File: src/rtl/nv_recall_guard.sv
module nv_recall_guard #(
  parameter int CLR_CYC = 4,
  parameter int XFR_CYC = 6
) (
  input  logic clk,
  input  logic rst_n,
  input  logic supply_low,
  input  logic ce_n,
  input  logic we_n,
  input  logic store_req,
  input  logic store_busy,
  output logic clear_phase,
  output logic xfer_phase,
  output logic ready,
  output logic write_en,
  output logic store_go,
  output logic dirty
);
  localparam int MAXC = (CLR_CYC > XFR_CYC) ? CLR_CYC : XFR_CYC;
  localparam int CW = $clog2(MAXC + 1);
  localparam logic [CW-1:0] CLR_LAST = CW'(CLR_CYC - 1);
  localparam logic [CW-1:0] XFR_LAST = CW'(XFR_CYC - 1);

  typedef enum logic [1:0] {S_OFF, S_CLR, S_XFR, S_RDY} st_t;

  st_t st;
  logic [CW-1:0] cnt;
  logic pend, lock, ce_q, we_q;

  wire fell   = (ce_q & ~ce_n) | (we_q & ~we_n);
  wire xfr_end = (st == S_XFR) && (cnt == XFR_LAST) && !supply_low;

  assign clear_phase = (st == S_CLR);
  assign xfer_phase  = (st == S_XFR);
  assign ready       = (st == S_RDY) && !supply_low;
  assign write_en    = ready & ~store_busy & ~ce_n & ~we_n & (~lock | fell);
  assign store_go    = ready & ~store_busy & store_req;

  always_ff @(posedge clk or negedge rst_n) begin
    if (!rst_n) begin
      st    <= S_OFF;
      cnt   <= '0;
      pend  <= 1'b1;
      lock  <= 1'b1;
      ce_q  <= 1'b0;
      we_q  <= 1'b0;
      dirty <= 1'b0;
    end else begin
      ce_q <= ce_n;
      we_q <= we_n;
      if (supply_low) pend <= 1'b1;
      case (st)
        S_OFF: if (!supply_low && pend) begin
          st  <= S_CLR;
          cnt <= '0;
        end
        S_CLR:
          if (supply_low) st <= S_OFF;
          else if (cnt == CLR_LAST) begin
            st  <= S_XFR;
            cnt <= '0;
          end else cnt <= cnt + 1'b1;
        S_XFR:
          if (supply_low) st <= S_OFF;
          else if (cnt == XFR_LAST) begin
            st   <= S_RDY;
            pend <= 1'b0;
          end else cnt <= cnt + 1'b1;
        default: if (supply_low) st <= S_OFF;
      endcase
      if (!ready || store_busy) lock <= 1'b1;
      else if (fell) lock <= 1'b0;
      if (xfr_end || store_busy) dirty <= 1'b0;
      else if (write_en) dirty <= 1'b1;
    end
  end

  a_r4_low_blocks: assert property (@(posedge clk) disable iff (!rst_n)
    supply_low |-> (!write_en && !store_go && !ready));
  a_r6_busy_blocks: assert property (@(posedge clk) disable iff (!rst_n)
    (store_busy || clear_phase || xfer_phase) |-> !write_en);
  a_r3_clear_then_xfer: assert property (@(posedge clk) disable iff (!rst_n)
    $rose(xfer_phase) |-> $past(clear_phase));
  a_r3_ready_after_xfer: assert property (@(posedge clk) disable iff (!rst_n)
    $rose(st == S_RDY) |-> $past(xfer_phase));
  a_r7_lock_holds: assert property (@(posedge clk) disable iff (!rst_n)
    (lock && !fell) |-> !write_en);
  a_r8_dirty_clear: assert property (@(posedge clk) disable iff (!rst_n)
    $rose(st == S_RDY) |-> !dirty);
  a_r5_abort: assert property (@(posedge clk) disable iff (!rst_n)
    (supply_low && (clear_phase || xfer_phase)) |=> (!clear_phase && !xfer_phase));
endmodule

File: config.mk
export PLATFORM = sky130hd
export DESIGN_NAME = nv_recall_guard
export DESIGN_NICKNAME = d
export VERILOG_FILES = /design/src/rtl/nv_recall_guard.sv
export SDC_FILE = /design/constraint.sdc
export NUM_CORES = 1
export LEC_CHECK = 0
export ABC_AREA = 1
export CAP_MARGIN = 20
export CORE_MARGIN = 3
export CORE_UTILIZATION = 33
export CTS_CLUSTER_SIZE = 40
export DETAILED_ROUTE_END_ITERATION = 16
export DONT_BUFFER_PORTS = 1
export PLACE_DENSITY = 0.55
export SYNTH_ARGS = -nofsm -noshare
export SYNTH_HDL_FRONTEND = slang
export SYNTH_SLANG_ARGS = --single-unit
File: constraint.sdc
create_clock -name clk -period 1.8 [get_ports clk]
set_input_delay 0 -clock clk [delete_from_list [all_inputs] [get_ports clk]]
set_output_delay 0 -clock clk [all_outputs]
set_load 0.01 [all_outputs]
==> results of run 1 <==
==> cells in the final DEF (no fill, tap or decap), types with 2 or more instances in the layout <==
cell type / Yosys / routed
dfstp_2: 2 / 2
dfrtp_1: 8 / 8
nor3_1: 2 / 2
ha_1: 9 / 9
nor2_1: 10 / 10
nand3_1: 3 / 3
a21oi_1: 2 / 2
inv_1: 14 / 14
o21ai_0: 2 / 2
nand2_2: 3 / 3
inv_2: 2 / 2
o21ai_1: 3 / 3
dlygate4sd3_1: 0 / 6
clkbuf_4: 0 / 3
nand2_1: 20 / 20
==> cell type report <==
cell class | count | share of cell area, %
Multi-Input combinational cell | 64 | 48.4
Sequential cell | 10 | 30.1
Timing Repair Buffer | 6 | 7.16
Clock buffer | 4 | 3.13
Tap cell | 27 | 4.03
Inverter | 16 | 7.16
==> layer usage <==
layer / GRT usage [%] / up-vias / wire (µm)
met5: 0 / - / 0
met4: 2.55 / 0 / 5
met3: 4.27 / 2 / 45
met2: 20.0 / 8 / 727
met1: 13.7 / 256 / 572
li1: - / 299 / -
==> per-stage QoR <==
| stage | total power [µW] | cells | util, % | cell area, µm² | hold slack, ps |
|---|---|---|---|---|---|
| 6_report | 907 | 127 | 41.9 | 838 | 52.6 |
| 5_1_grt | 1000 | 127 | 41.9 | 838 | 68.6 |
| 4_1_cts | 921 | 127 | 41.9 | 838 | 36.8 |
| 3_5_place_dp | 740 | 117 | 37.6 | 752 | -295 |
| 3_3_place_gp | 738 | 117 | 37.6 | 752 | -295 |
| 2_1_floorplan | 665 | 90 | - | 718 | -296 |
==> how the worst max path moves through the flow <==
| stage | from | to | depth (start not counted) |
|---|---|---|---|
| after floorplan | st[0]$_DFFE_PN0P_ | st[1]$_DFFE_PN0P_ | 9 |
| after global placement | st[0]$_DFFE_PN0P_ | st[1]$_DFFE_PN0P_ | 9 |
| after detailed placement | st[0]$_DFFE_PN0P_ | st[0]$_DFFE_PN0P_ | 9 |
| after CTS | st[0]$_DFFE_PN0P_ | st[0]$_DFFE_PN0P_ | 9 |
| after global routing | st[0]$_DFFE_PN0P_ | st[1]$_DFFE_PN0P_ | 9 |
| final | st[0]$_DFFE_PN0P_ | st[0]$_DFFE_PN0P_ | 9 |
==> sequential cells by signal (all words and copies together), names as in the netlist <==
signal	flops
ce_q	1
cnt	3
dirty	1
lock	1
pend	1
st	2
we_q	1
==> critical path: cells and delay by family (launching register included) <==
| kind | cells | cell delay (ps) |
|---|---|---|
| AND/OR/NAND/NOR | 6 | 490 |
| flip-flops | 1 | 430 |
| adder cells (fa/ha/maj) | 1 | 320 |
| buffers and inverters | 2 | 200 |
==> cells by family (layout without fill, tap and decap cells) <==
group	after synthesis	in the layout	synth area share, %
and+or+nand+nor	44	44	28.9
DFF	10	10	35.2
AOI/OAI and AO/OA	11	11	11.8
buffers and inverters	16	26	8.36
adders and majority gates	9	9	15.7
==> power by group through the flow <==
stage                     clock [µW]  combinational, µW  sequential [µW]
after floorplan                    0                376              289
after global routing             176                524              303
after detailed placement           0                439              301
after CTS                        167                458              296
after global placement             0                440              298
final                            157                454              296
==> results by group, run 1 <==
Status
  • Status: finished clean

STA
  • Final setup viols: 0
  • Final worst-path cycle share: between 80 and 90%
  • Slew Viols, Final: 0
  • RSZ-0062 raised after global routing: false
  • Min Tclk post-route: 1560 ps
  • Final hold viol count: 0
  • Rel. slew slack: between 70 and 80%
  • Actual slew at the worst max-slew pin: roughly 450 ps
  • Max Freq: around 0.64 GHz
  • Clock Skew: between 0.9 and 1 ps
  • Setup TNS: 0 ps
  • Slack of the critical path: around 240 ps

Final layout
  • FILL cells: between 200 and 250
  • Share of cells above drive strength 1: roughly 16%
  • Multi-input gate area: between 400 and 500 µm²
  • Nets: 117
  • N_diodes: 0
  • Syn-to-layout area delta: 16.7%
  • Seq. cell area: between 200 and 300 µm²

Setup path
  • Crit-path slowest cell: dfrtp_1
  • CP required: about 2000 ps
  • R2R Path Start: st[0]$_DFFE_PN0P_
  • Reg2reg end: st[0]$_DFFE_PN0P_
  • Critical path's largest stage delay: approximately 430 ps
  • Crit end category: flip-flop
  • Crit path max fanout: 5
  • Worst-path cell chain: inv_1 > ha_1 > inv_2 > nor2_1 > nand2_1 > nand2_2 > nor2_2 > nand2_1 > nand2_1
  • Reg2Reg Setup Slack: 240 ps
  • CP Data Arrival Time: ~1700 ps
  • Crit start category: flip-flop
  • R2r worst-path depth: 9
  • Most used cell, CP: nand2_1
  • Worst Setup Path Type: reg -> reg

Clocking
  • CTS tree: yes
  • Postcts setup bufs: 0
  • Clock-pin slew on the worst setup and hold paths: roughly 60 ps
  • Post-CTS resize count: 0
  • Max Buffers Root-to-Sink: 2
  • Clock sink total: 10
  • Root buf cell: clkbuf_4
  • H-tree lvl count: 1
  • Inserted Clock Buffers: 3
  • CTS Hold Bufs: 6
  • Clock latency on the worst-skew pair: between 200 and 300 ps

Global route
  • Initial antenna violation count: 0
  • Vias in the first global route: 524
  • First-pass GRT wire length: approximately 2400 µm
  • Largest net degree at the start of global routing: 11
  • Overflow after GRT: 0
  • GRT Overall Usage: 11.7%

Die
  • Die area: about 2800 µm²
  • CORE AREA: between 2000 and 2500 µm²
  • Width of the chip: between 50 and 60 µm
  • # IOs: 13
  • Die Ht: approximately 53 µm
  • Row count: 16
  • Initial Utilization: between 30% and 40%

Logic synthesis
  • Count leader, synth: nand2_1
  • Synth warnings: 0
  • Synth area leader: dfrtp_1
  • Commonest cells in the netlist: nand2_1, inv_1, nor2_1, ha_1, dfrtp_1
  • Cells after synthesis: 90
  • Yosys reg bits: 10
  • Syn Area/Cell: about 8 µm²
  • Most area-consuming cells after synthesis: dfrtp_1, ha_1, nand2_1
  • Sequential fraction of the synthesis area: between 30% and 40%
  • Post-Syn Nets: ~110
  • Number of synthesized flops with an enable pin: 0
  • Yosys top cell area share: 27.9%
  • Synthesized area: slightly above 700 µm²
  • Synth unique cells: 23
  • Ys async rst share: 100%
  • Main flop type after synthesis: dfrtp_1

Route
  • First-pass DRT Iterations: 4
  • DR iter-0 viols: 8
  • Drt total wl: roughly 1400 µm
  • Drc violations: 0
  • Wirelength per Cell: 10.6 µm
  • DR vias: 565
  • DR vias/cell: roughly 4.4
  • Antenna violation net count after detailed routing: 0

Hold path
  • Hold path endpoint: st[0]$_DFFE_PN0P_
  • Hold Startpoint: supply_low
  • Worst Hold Class: in -> reg
  • Hold-critical path depth: 5

Pwr
  • Sw Share: around 43%
  • Net Sw Power: 388 µW
  • Reg power frac: between 30% and 40%
  • Worst VDD drop: roughly 0.41 mV
  • Int Power: 519 µW
  • Leak Pwr: around 0.00042 µW
  • Comb power frac: ~50%
  • Clock power share: between 10% and 20%
  • PD cells: about 1100 nW/µm²

Placed design
  • Port-buffer cells: 0
  • Pre-CTS WS: ~240 ps
  • GP Congestion: a little over 0.7
  • Final HPWL DP: between 1000 and 1500 µm

Run
  • Max-cap violation count: 0
(Power assumes the default switching activity.)
==> inputs of run 2 (changes only) <==
--- a/config.mk
+++ b/config.mk
@@ -6,13 +6,13 @@
 export NUM_CORES = 1
 export LEC_CHECK = 0
 export ABC_AREA = 1
-export CAP_MARGIN = 20
+export BUFFER_PORTS_ARGS = -buffer_cell sky130_fd_sc_hd__buf_2
+export CAP_MARGIN = 25
 export CORE_MARGIN = 3
 export CORE_UTILIZATION = 33
 export CTS_CLUSTER_SIZE = 40
 export DETAILED_ROUTE_END_ITERATION = 16
-export DONT_BUFFER_PORTS = 1
-export PLACE_DENSITY = 0.55
+export PLACE_DENSITY = 0.6
 export SYNTH_ARGS = -nofsm -noshare
 export SYNTH_HDL_FRONTEND = slang
 export SYNTH_SLANG_ARGS = --single-unit
==> run 2 against run 1 <==
Against the previous run: sequential cell count unchanged; worst hold slack better by 30 ps; global-route usage down 0.38 points; clock skew rose by 5.1 ps; clock power increased by 25%; critical endpoint is now st[1]$_DFFE_PN0P_; largest power group unchanged.
==> results by group, run 2 (synthesis results as in run 1) <==
Die
  • Initial Utilization: 35.9% (unchanged)
  • Die area: 2770 µm² (unchanged)
  • Die Ht: 52.7 µm (unchanged)
  • CORE AREA: 2000 µm² (unchanged)
  • Row count: 16 (unchanged)
  • # IOs: 13 (unchanged)
  • Width of the chip: 52.7 µm (unchanged)

Route
  • Drt total wl: 1290 µm (-4.2%)
  • Antenna violation net count after detailed routing: 0 (unchanged)
  • DR vias/cell: 4.36 (-1.9%)
  • Wirelength per Cell: 9.44 µm (-11%)
  • First-pass DRT Iterations: 4 (unchanged)
  • Drc violations: 0 (unchanged)
  • DR vias: 598 (+5.8%)
  • DR iter-0 viols: 8 (unchanged)

Placed design
  • Placed Area: 812 µm² (+8.0%)
  • GP Congestion: 0.750 (+5.9%)
  • Port-buffer cells: 12 (+12)
  • Final HPWL DP: 1080 µm (+5.4%)

Final layout
  • Multi-input gate area: 405 µm² (unchanged)
  • Cell area after layout: 888 µm² (+6.0%)
  • Nets: 127 (+8.5%)
  • Utilization after layout: 44.4% (+2.5 points)
  • Share of cells above drive strength 1: 26.4% (+10 points)
  • Commonest cells after routing, fill and taps aside: nand2_1, inv_1, buf_2, nor2_1, ha_1
  • N_diodes: 0 (unchanged)
  • Syn-to-layout area delta: 23.7%
  • Largest regs: cnt: 3 flops, st: 2 flops
  • Commonest non-fill, non-tap cell in the layout: nand2_1
  • FILL cells: 210 (-5.4%)
  • Max reg flops: 3 (unchanged)
  • Seq. cell area: 253 µm² (unchanged)
  • Largest register by flop count: cnt

STA
  • Final setup viols: 0 (unchanged)
  • Max Freq: 0.677 GHz (+5.8%)
  • Actual slew at the worst max-slew pin: 247 ps (-201 ps)
  • Final hold viol count: 0 (unchanged)
  • Hold Slack: 82.2 ps (+29.6 ps)
  • Setup TNS: 0 ps (unchanged)
  • Min Tclk post-route: 1480 ps (-86.1 ps)
  • Final worst-path cycle share: 82.1% (-4.8 points)
  • Rel. slew slack: 83.4% (+13 points)
  • RSZ-0062 raised after global routing: false
  • Clock Skew: 6.05 ps (+5.10 ps)
  • Slew Viols, Final: 0 (unchanged)

Global route
  • Initial antenna violation count: 0 (unchanged)
  • Met1 Use GR: 12.7% (-0.95 points)
  • Met2 usage: 19.2% (-0.83 points)
  • GRT Overall Usage: 11.3% (-0.38 points)
  • First-pass GRT wire length: 2300 µm (-2.0%)
  • Overflow after GRT: 0 (unchanged)
  • Largest net degree at the start of global routing: 11 (unchanged)
  • Met3 Usage GRT: 5.13% (+0.85 points)
  • Most Crowded Layer GR: met2
  • Vias in the first global route: 551 (+5.2%)

Clocking
  • Clock-pin slew on the worst setup and hold paths: 70 ps (about the same)
  • Postcts setup bufs: 0 (unchanged)
  • Inserted Clock Buffers: 3 (unchanged)
  • Root buf cell: clkbuf_4
  • CTS tree: yes
  • Max Buffers Root-to-Sink: 2 (unchanged)
  • Post-CTS resize count: 0 (unchanged)
  • Clock latency on the worst-skew pair: 260 ps (about the same)
  • Clock sink total: 10 (unchanged)
  • CTS Hold Bufs: 4 (-2)
  • H-tree lvl count: 1 (unchanged)

Hold path
  • Worst Hold Class: in -> reg

Setup path
  • Worst-path cell chain: inv_1 > ha_1 > inv_2 > nor2_1 > nand2_1 > nand2_2 > nor2_2 > nand2_1 > nand2_1
  • Crit-path slowest cell: dfrtp_1
  • Crit start category: flip-flop
  • Buf/Inv on CP: 2 (unchanged)
  • Crit end category: flip-flop
  • Largest delay share family, worst path: simple AND/OR/NAND/NOR gates
  • Worst Setup Path Type: reg -> reg
  • CP required: 1950 ps (about the same)
  • Most used cell, CP: nand2_1
  • Critical path's largest stage delay: 440 ps (about the same)
  • CP Data Arrival Time: 1630 ps (-80 ps)
  • Crit path max fanout: 5 (unchanged)

Pwr
  • Net Sw Power: 401 µW (+3.4%)
  • Worst VDD drop: 0.566 mV (+37%)
  • Comb power frac: 49.4% (-0.7 points)
  • Sw Share: 41.3% (-1.5 points)
  • Int Power: 571 µW (+10%)
  • Reg power frac: 30.5% (-2.1 points)
  • PD cells: 1090 nW/µm² (+1.2%)
  • Clock power share: 20.1% (+2.8 points)
  • Leak Pwr: 0.000475 µW (+13%)
  • Total Power: 973 µW (+7.2%)

Run
  • Max-cap violation count: 0 (unchanged)

Status
  • Status: finished clean
[run 2: through the flow]
stage	setup WS (ps)	std cells
after floorplan	428	90
after global placement	351	129
after detailed placement	329	129
after CTS	311	137
after global routing	159	137
final	322	137
[run 2: final timing paths]
| path | from | end | slack [ps] | depth (start not counted) |
|---|---|---|---|---|
| max | st[0]$_DFFE_PN0P_ | st[1]$_DFFE_PN0P_ | 320 | 9 |
| max in group asynchronous | rst_n | pend$_DFF_PN1_ | 1430 | 2 |
| min in group asynchronous | rst_n | dirty$_DFFE_PN0P_ | 110 | 2 |
| min | supply_low | pend$_DFF_PN1_ | 80 | 2 |
| max reg2reg | st[0]$_DFFE_PN0P_ | st[1]$_DFFE_PN0P_ | 320 | 9 |
| min reg2reg | we_q$_DFF_PN0_ | lock$_DFFE_PN1P_ | 490 | 3 |
[run 2: power groups by stage]
stage / registers [µW] / logic, µW / clock network (µW)
global placement: 297 / 471 / 0
CTS: 297 / 485 / 204
finish: 297 / 480 / 196
global route: 302 / 545 / 217
detailed placement: 302 / 476 / 0
floorplan: 289 / 376 / 0
[run 2: metal layers]
metal  vias to the layer above  routed length [µm]
met4                         0                   0
met3                         0                  48
li1                        318                   -
met1                       271                 618
met5                         -                   0
met2                         9                 625
[run 2: area by class of cell]
class,count,share of cell area (%)
Multi-Input combinational cell,64,45.6
Timing Repair Buffer,16,11.3
Sequential cell,10,28.5
Inverter,16,6.76
Clock buffer,4,4.08
Tap cell,27,3.80
